<file path="src/rtl/intc_pkg.sv">
package intc_pkg;
    localparam int EXT_N     = 16;
    localparam int STRIDE_SH = 5;
    localparam logic [31:0] NO_VEC = 32'hFFFF_FFFF;

    localparam logic [3:0] A_ENABLE = 4'd0;
    localparam logic [3:0] A_STEER  = 4'd1;
    localparam logic [3:0] A_RAW    = 4'd2;
    localparam logic [3:0] A_PIRQ   = 4'd3;
    localparam logic [3:0] A_PFIQ   = 4'd4;
    localparam logic [3:0] A_BASE   = 4'd5;
    localparam logic [3:0] A_VIRQ   = 4'd6;
    localparam logic [3:0] A_VFIQ   = 4'd7;
    localparam logic [3:0] A_OUTB   = 4'd8;
endpackage

</file>
<file path="src/rtl/intc_sync.sv">
module intc_sync #(
    parameter int W = 17
) (
    input  logic         clk,
    input  logic         rst_n,
    input  logic [W-1:0] din_n,
    output logic [W-1:0] dout_n
);
    typedef struct packed {
        logic [W-1:0] s1;
        logic [W-1:0] s2;
    } sync_t;

    sync_t st_d, st_q;

    always_comb begin
        st_d    = st_q;
        st_d.s1 = din_n;
        st_d.s2 = st_q.s1;
    end

    always_ff @(posedge clk or negedge rst_n) begin
        if (!rst_n) st_q <= '{s1: '1, s2: '1};
        else        st_q <= st_d;
    end

    assign dout_n = st_q.s2;
endmodule

</file>
<file path="src/rtl/intc_prio.sv">
module intc_prio #(
    parameter int N  = 25,
    parameter int IW = $clog2(N)
) (
    input  logic          clk,
    input  logic          rst_n,
    input  logic [N-1:0]  req,
    output logic          valid,
    output logic [IW-1:0] idx
);
    always_comb begin
        valid = 1'b0;
        idx   = '0;
        for (int i = N - 1; i >= 0; i--) begin
            if (req[i]) begin
                valid = 1'b1;
                idx   = IW'(i);
            end
        end
    end

    AST_WINNER_ACTIVE: assert property (@(posedge clk) disable iff (!rst_n)
        valid |-> req[idx]);
    AST_NONE_BELOW: assert property (@(posedge clk) disable iff (!rst_n)
        valid |-> ((req & ((N'(1) << idx) - N'(1))) == '0));
    AST_EMPTY_LINE: assert property (@(posedge clk) disable iff (!rst_n)
        !valid |-> (req == '0));
endmodule

</file>
<file path="src/rtl/dual_line_intc.sv">
module dual_line_intc #(
    parameter int NPER = 4,
    parameter int DW   = 32
) (
    input  logic            clk,
    input  logic            rst_n,
    input  logic            hp_in_n,
    input  logic [15:0]     ext_in_n,
    input  logic [1:0]      tmr_req,
    input  logic [NPER-1:0] per_req,
    input  logic [1:0]      cpu_req,
    input  logic            ep_mode,
    input  logic            bus_sel,
    input  logic            bus_wr,
    input  logic [3:0]      bus_addr,
    input  logic [DW-1:0]   bus_wdata,
    output logic [DW-1:0]   bus_rdata,
    output logic            irq_o,
    output logic            fiq_o,
    output logic [3:0]      ep_int_n,
    output logic            ep_int_oe
);
    import intc_pkg::*;

    localparam int NSRC = 1 + EXT_N + 2 + NPER + 2;
    localparam int IDXW = $clog2(NSRC);
    localparam int NLINE = 2;

    typedef struct packed {
        logic [NSRC-1:0] en;
        logic [NSRC-1:0] steer;
        logic [DW-1:0]   base;
        logic [3:0]      outb;
        logic            irq;
        logic            fiq;
    } state_t;

    state_t q, d;

    logic [EXT_N:0]  sync_n;
    logic [EXT_N-1:0] ext_act;
    logic [NSRC-1:0] raw;
    logic [NSRC-1:0] pend_irq, pend_fiq;
    logic [NSRC-1:0] line_req [NLINE];
    logic            win_v    [NLINE];
    logic [IDXW-1:0] win_idx  [NLINE];
    logic [DW-1:0]   vec      [NLINE];

    intc_sync #(.W(EXT_N + 1)) u_sync (
        .clk    (clk),
        .rst_n  (rst_n),
        .din_n  ({ext_in_n, hp_in_n}),
        .dout_n (sync_n)
    );

    always_comb begin
        ext_act = ~sync_n[EXT_N:1];
        if (ep_mode) ext_act[3:0] = 4'b0000;
    end

    assign raw      = {cpu_req, per_req, tmr_req, ext_act, ~sync_n[0]};
    assign pend_irq = raw & q.en & ~q.steer;
    assign pend_fiq = raw & q.en &  q.steer;
    assign line_req[0] = pend_irq;
    assign line_req[1] = pend_fiq;

    for (genvar g = 0; g < NLINE; g++) begin : g_line
        intc_prio #(.N(NSRC), .IW(IDXW)) u_prio (
            .clk   (clk),
            .rst_n (rst_n),
            .req   (line_req[g]),
            .valid (win_v[g]),
            .idx   (win_idx[g])
        );
        assign vec[g] = win_v[g] ? q.base + (DW'(win_idx[g]) << STRIDE_SH) : NO_VEC;
    end

    always_comb begin
        d = q;
        if (bus_sel && bus_wr) begin
            case (bus_addr)
                A_ENABLE: d.en    = bus_wdata[NSRC-1:0];
                A_STEER:  d.steer = bus_wdata[NSRC-1:0];
                A_BASE:   d.base  = bus_wdata;
                A_OUTB:   d.outb  = bus_wdata[3:0];
                default:  ;
            endcase
        end
        d.irq = |pend_irq;
        d.fiq = |pend_fiq;
    end

    always_ff @(posedge clk or negedge rst_n) begin
        if (!rst_n) q <= '0;
        else        q <= d;
    end

    always_comb begin
        case (bus_addr)
            A_ENABLE: bus_rdata = DW'(q.en);
            A_STEER:  bus_rdata = DW'(q.steer);
            A_RAW:    bus_rdata = DW'(raw);
            A_PIRQ:   bus_rdata = DW'(pend_irq);
            A_PFIQ:   bus_rdata = DW'(pend_fiq);
            A_BASE:   bus_rdata = q.base;
            A_VIRQ:   bus_rdata = vec[0];
            A_VFIQ:   bus_rdata = vec[1];
            A_OUTB:   bus_rdata = DW'(q.outb);
            default:  bus_rdata = '0;
        endcase
    end

    assign irq_o     = q.irq;
    assign fiq_o     = q.fiq;
    assign ep_int_n  = ep_mode ? ~q.outb : 4'hF;
    assign ep_int_oe = ep_mode;

    AST_IRQ_RISES: assert property (@(posedge clk) disable iff (!rst_n)
        win_v[0] |=> irq_o);
    AST_IRQ_FALLS: assert property (@(posedge clk) disable iff (!rst_n)
        !win_v[0] |=> !irq_o);
    AST_FIQ_RISES: assert property (@(posedge clk) disable iff (!rst_n)
        win_v[1] |=> fiq_o);
    AST_FIQ_FALLS: assert property (@(posedge clk) disable iff (!rst_n)
        !win_v[1] |=> !fiq_o);
    AST_IRQ_NEEDS_EN: assert property (@(posedge clk) disable iff (!rst_n)
        irq_o |-> $past(|(raw & q.en)));
    AST_EP_PINS_QUIET: assert property (@(posedge clk) disable iff (!rst_n)
        ep_mode |-> !(win_v[0] && win_idx[0] >= IDXW'(1) && win_idx[0] <= IDXW'(4)));
endmodule

</file>
<file path="config.mk">
export PLATFORM = sky130hd
export DESIGN_NAME = dual_line_intc
export DESIGN_NICKNAME = d
export VERILOG_FILES = /design/src/rtl/intc_pkg.sv /design/src/rtl/intc_sync.sv /design/src/rtl/intc_prio.sv /design/src/rtl/dual_line_intc.sv
export SDC_FILE = /design/constraint.sdc
export NUM_CORES = 1
export LEC_CHECK = 0
export CAP_MARGIN = 20
export CORE_ASPECT_RATIO = 0.7
export CORE_MARGIN = 5
export CORE_UTILIZATION = 45
export CTS_BUF_LIST = sky130_fd_sc_hd__clkbuf_4
export DETAILED_ROUTE_END_ITERATION = 6
export PLACE_DENSITY = 0.66
export SLEW_MARGIN = 10
export SYNTH_ARGS = -nofsm -noshare
export SYNTH_HDL_FRONTEND = slang
export SYNTH_HIERARCHICAL = 1
export SYNTH_SLANG_ARGS = --single-unit
</file>
<file path="constraint.sdc">
create_clock -name clk -period 4.95 [get_ports clk]
set_input_delay 0.99 -clock clk [delete_from_list [all_inputs] [get_ports clk]]
set_output_delay 0.99 -clock clk [all_outputs]
set_load 0.1 [all_outputs]
</file>
# [Word level (Yosys, flattened, before mapping)]
# Cells that the tools add are included.
# Widths: inputs -> output; s select.
[word_totals] register_bits=122 latch_bits=0 ram_bits=0 rom_bits=0 in_bits=66 out_inout_bits=39 wordCells=138 memories=0
[op_classes] addsub=2 n_mul=0 n_div=0 n_lt_le_gt_ge=0 eq_ne=8 shifts=0 mux=105 bitwise=7 n_reduce_logical=8
[op_table] operator="$pmux 32 s9" n=1
[op_table] operator="$mux 5" n=50
[op_table] operator="$and 25x25->25" n=3
[op_table] operator="$add 32x10->32" n=2
[op_table] operator="$mux 32" n=2
[op_table] operator="$mux 1" n=50
[op_table] operator="$reduce_or 25->1" n=2
[op_table] operator="$not 25->25" n=1
[op_table] operator="$eq 4x3->1 const B" n=4
[op_table] operator="$not 16->16" n=1
[op_table] operator="$eq 4x2->1 const B" n=2
[op_table] operator="$mux 4" n=2
[op_table] operator="$reduce_and 2->1" n=4
[op_table] operator="$eq 4x1->1 const B" n=1
[op_table] operator="$eq 4x4->1 const B" n=1
[op_table] operator="$logic_not 4->1" n=1
[op_table] operator="$not 4->4" n=1
[op_table] operator="$logic_and 1x1->1" n=1
[op_table] operator="$not 1->1" n=1

# [Depth between registers and ports, before layout]
[logic_depth] ltp_word=32 mapped_depth=17 ltp_nobuf=16

# [Modules after synthesis]
# The synthesis kept the hierarchy.
[modules_own_cells] module="dual_line_intc" instances=1 cells_per_inst=797 area_each_um2=6966.7 seq_area_each_um2=2202.1
[modules_own_cells] module="intc_sync" instances=1 cells_per_inst=34 area_each_um2=893.4 seq_area_each_um2=893.4
[modules_own_cells] module="intc_prio" instances=2 cells_per_inst=49 area_each_um2=295.3 seq_area_each_um2=0.0

# [Worst setup path after synthesis]
# Ideal clock, no wire load.
[synth_timing] path_kind="input to output" startpoint="input ep_mode" endpoint="output bus_rdata[10]" arrival_time_ns=5.084 t_required_ns=3.960 path_slack_ns=-1.124 cell_stages=15 n_path_buf=2 path_cell_list="buf_2 > nor2_1 > nand2_1 > nor2_1 > nor4_1 > o311a_1 > a2111oi_1 > ha_1 > a211oi_1 > o21ai_0 > buf_2 > a21oi_1 > a21oi_1 > xnor2_1 > o221ai_1"
[synth_lines] item="start, declared" line_no="dual_line_intc.sv:12" text="input logic ep_mode,"
[synth_lines] item="end, declared" line_no="dual_line_intc.sv:17" text="output logic [DW-1:0] bus_rdata,"

==> summary.txt <==
Run status
  – Status: finished with violations
  – Violated checks: setup timing

GRT
  – Tot GR Track Use: 31.0%
  – Remaining global-route overflow: 0
  – Maximum number of pins on one net before global-route repair: 72
  – First-pass GRT wire length: 52.3 mm
  – Global routing met1 resource utilization: 45.4%
  – GRT met2 Usage: 44.2%
  – Most congested layer reported by global routing: met1
  – Vias in the first global route: 8811
  – Met3 Track Usage GR: 9.77%
  – Number of antenna violations at the first check in global routing: 0

Finish
  – Count of fill cells added during filler insertion: 1496
  – Nets: 1258
  – Final core utilization: 67.7%
  – Growth of design area from synthesis to finish: 45.8%
  – Share of post-route cells with drive strength above 1: 44.3%
  – Final instance count without filler cells: 1429
  – Number of inserted diodes: 0
  – Cell area after layout: 0.0123 sq mm

Power and ir drop
  – Peak VDD IR: 0.000268 V
  – Switching power summed over all nets: 2.08 mW
  – Internal Dissipation: 2.48 mW
  – Seq pwr share: 31.3%
  – Static leakage power: 5.17 nW
  – Power Total: 4.55 mW
  – Clk pwr share: 16.2%
  – Part of the total power dissipated in combinational logic: 52.5%
  – Power per cell area: 370 mW/mm^2
  – Net switching share of the total power: 45.6%

STA
  – Final setup violation count: 23
  – Final TNS setup: -4.84 ns
  – Skew final: 0.0154 ns
  – Worst slew margin relative to its limit: 35.0%
  – Number of pins with negative max-slew slack in the final report: 0
  – Final min period: 5.30 ns
  – Setup WS post-layout: -0.353 ns
  – Total count of hold-check failures in the final report: 0
  – Setup repair after global routing missed its margin: yes
  – Period utilization: 107%
  – Max frequency: 0.189 GHz
  – Measured slew at the worst slew-check pin: 0.973 ns
  – Post-route worst hold slack: 0.352 ns

Drt
  – Overall via count from detail_route: 9035
  – Via density per instance: 6.32
  – Router iterations before antenna repair: 6
  – Wire length after detailed routing: 34.5 mm
  – Starting DRT DRC Count: 1035
  – DRC violation count after routing: 0
  – Remaining antenna violation count after routing: 0
  – Avg WL per Cell: 24.2 um

Worst setup path
  – Maximum net fanout on the critical path: 4
  – Launching element type of the critical path: register
  – Critical path arrival: 4.31 ns
  – Critical path start-end classification: register to primary output
  – R2R Setup Slk: 2.70 ns
  – Nature of the critical path endpoint: primary output
  – Data required, critical path: 3.96 ns

Logic synthesis
  – Seq/Total Area, Yosys: 36.6%
  – Post-synthesis cell type count: 76
  – Yosys reg bits: 122
  – Synthesis Warnings: 6
  – Top_reg_cell synth: sky130_fd_sc_hd__dfrtp_1
  – Instance count of the mapped netlist: 929
  – Number of nets in the synthesized netlist: 1007
  – Share of async-settable or async-resettable flops after synthesis: 100%
  – Mean area per synthesized cell: 9.10 sq um
  – Number of enable-type register cells in the synthesized netlist: 0
  – Cell area after technology mapping: 0.00845 sq mm

Placement
  – Number of port buffers: 104
  – Routability cong.: 1.01
  – Number of placed instances with taps included: 1360
  – Post-detailed-placement cell area: 0.0112 sq mm
  – Final HPWL DP: 25.3 mm
  – Pre-CTS setup slack: -0.737 ns

Floorplanning
  – Ports placed on the boundary: 105
  – Core area: 0.0182 sq mm
  – X dimension of the die: 174 um
  – Height of the die: 125 um
  – Std-Cell Rows: 41
  – Initial Utilization: 46.4%
  – Total Die Area: 0.0217 sq mm

Clock tree
  – Inserted Clock Buffers: 17
  – H-tree levels: 4
  – Root buf cell: sky130_fd_sc_hd__clkbuf_4
  – TritonCTS Sinks: 122
  – Clock transition time at the flip-flop clock pins of the worst setup and hold paths: 0.14 ns
  – CTS max path bufs: 2
  – Skew-Pair Late Insertion Delay: 0.57 ns
  – CTS tree: yes

Run
  – Max-cap violation count: 0

Min path
  – Hold WC Path Type: register to register
-- cells by family (layout without fill, tap and decap cells) --
kind of cell,Yosys count,in the layout,synth area share (%)
xor gates and xnor gates,27,27,2.89
adders and majority gates,12,12,1.95
and+or+nand+nor,360,360,23.4
DFF,122,122,36.6
AOI/OAI and AO/OA,240,240,18.9
muxes,89,89,11.7
buffers and inverters,79,343,4.52
-- path summary, 6_finish.rpt --
path | cells after the start | from | endpoint
worst max-delay path | 15 | q[51] | bus_rdata[14]
worst min-delay path | 0 | u_sync/st_d[6] | u_sync/dout_n[6]
worst max register to register | 8 | u_sync/dout_n[8] | fiq_o
worst min register to register | 0 | u_sync/st_d[6] | u_sync/dout_n[6]
max in group asynchronous | 2 | rst_n | u_sync/dout_n[14]
min in group asynchronous | 1 | rst_n | q[72]
-- timing repair --
item	in CTS	in global routing
setup endpoints to repair	26	24
setup buffers	31	10
pin swaps	78	41
hold buffers	0	0
gates resized for setup	147	21
-- Yosys cell counts (12+ instances only) --
cell type | n | area, sq um
sky130_fd_sc_hd__a211oi_1 | 12 | 90.1
sky130_fd_sc_hd__a21oi_1 | 49 | 245
sky130_fd_sc_hd__and3_1 | 20 | 125
sky130_fd_sc_hd__buf_2 | 26 | 130
sky130_fd_sc_hd__clkbuf_1 | 12 | 45.0
sky130_fd_sc_hd__dfrtp_1 | 88 | 2200
sky130_fd_sc_hd__dfstp_2 | 34 | 893
sky130_fd_sc_hd__inv_1 | 25 | 93.8
sky130_fd_sc_hd__mux2_2 | 78 | 878
sky130_fd_sc_hd__nand2_1 | 71 | 267
sky130_fd_sc_hd__nand2b_1 | 12 | 75.1
sky130_fd_sc_hd__nand3_1 | 25 | 125
sky130_fd_sc_hd__nand4_1 | 15 | 93.8
sky130_fd_sc_hd__nor2_1 | 84 | 315
sky130_fd_sc_hd__nor2b_1 | 15 | 93.8
sky130_fd_sc_hd__nor3_1 | 14 | 70.1
sky130_fd_sc_hd__nor3b_1 | 17 | 128
sky130_fd_sc_hd__nor4_1 | 24 | 150
sky130_fd_sc_hd__o2111ai_1 | 12 | 105
sky130_fd_sc_hd__o211ai_1 | 17 | 128
sky130_fd_sc_hd__o21ai_0 | 56 | 280
sky130_fd_sc_hd__xor2_1 | 18 | 158
-- power groups by stage --
stage          logic (mW)  clock network (mW)  registers, mW
2_1_floorplan        1.25                   0           1.35
4_1_cts              2.28               0.752           1.41
3_5_place_dp         2.03                   0           1.41
5_1_grt              2.50               0.793           1.44
6_report             2.39               0.738           1.43
3_3_place_gp         2.02                   0           1.41
-- layout make-up --
cell class / count / area (sq um) / share of cell area [%]
clock buffer: 17 / 128 / 1.04
clock inverter: 15 / 151 / 1.23
inverter: 25 / 93.8 / 0.761
multi-input combinational: 728 / 5780 / 46.9
sequential: 122 / 3100 / 25.1
tap: 236 / 295 / 2.40
timing repair buffer: 286 / 2780 / 22.6
-- metal layers --
layer,part of all wire [%],vias up
met4,2.3,0
met3,13,85
li1,-,3983
met5,0,-
met2,41,594
met1,43,4373
-- state kept, by name, summed over array words and instances, names as in the netlist --
register / flops
irq_o: 1
fiq_o: 1
q: 86
u_sync/dout_n: 17
u_sync/st_d: 17
-- placed cells by master (no fill, tap or decap), types with 8 or more instances in the layout --
cell type,netlist,layout
sky130_fd_sc_hd__buf_12,0,34
sky130_fd_sc_hd__mux2_2,78,78
sky130_fd_sc_hd__mux2i_1,11,11
sky130_fd_sc_hd__dfrtp_1,88,87
sky130_fd_sc_hd__nor2_4,1,10
sky130_fd_sc_hd__nor2_2,3,10
sky130_fd_sc_hd__a211oi_1,12,8
sky130_fd_sc_hd__nand3_1,25,20
sky130_fd_sc_hd__nand4_1,15,15
sky130_fd_sc_hd__and3_4,0,10
sky130_fd_sc_hd__inv_1,25,18
sky130_fd_sc_hd__clkbuf_4,0,17
sky130_fd_sc_hd__buf_4,9,170
sky130_fd_sc_hd__a221oi_1,10,8
sky130_fd_sc_hd__a21o_1,8,8
sky130_fd_sc_hd__dfstp_2,34,34
sky130_fd_sc_hd__nor4_1,24,18
sky130_fd_sc_hd__nand2_1,71,65
sky130_fd_sc_hd__o211ai_1,17,17
sky130_fd_sc_hd__nor2_1,84,68
sky130_fd_sc_hd__o21ai_0,56,42
sky130_fd_sc_hd__xor2_1,18,17
sky130_fd_sc_hd__nor2b_1,15,13
sky130_fd_sc_hd__a21oi_1,49,44
sky130_fd_sc_hd__a31oi_1,11,11
sky130_fd_sc_hd__clkdlybuf4s50_1,0,58
sky130_fd_sc_hd__nor3_1,14,11
sky130_fd_sc_hd__buf_6,2,15
sky130_fd_sc_hd__and3_1,20,10
sky130_fd_sc_hd__o21ai_1,5,11
-- critical path, stage by stage, from the launching register on --
cell and delay [ns]:
sky130_fd_sc_hd__dfrtp_1 0.38, sky130_fd_sc_hd__inv_1 0.08, sky130_fd_sc_hd__nor3b_4 0.46, sky130_fd_sc_hd__o21bai_1 0.19, sky130_fd_sc_hd__o211ai_1 0.14, sky130_fd_sc_hd__o211ai_1 0.36
sky130_fd_sc_hd__ha_2 0.28, sky130_fd_sc_hd__buf_4 0.13, sky130_fd_sc_hd__a211oi_4 0.07, sky130_fd_sc_hd__o21ai_2 0.21, sky130_fd_sc_hd__buf_4 0.16, sky130_fd_sc_hd__nand2_4 0.05
sky130_fd_sc_hd__o211ai_1 0.35, sky130_fd_sc_hd__o211ai_1 0.32, sky130_fd_sc_hd__a211o_1 0.38, sky130_fd_sc_hd__buf_12 0.19
Power figures use the tool's default switching activity.
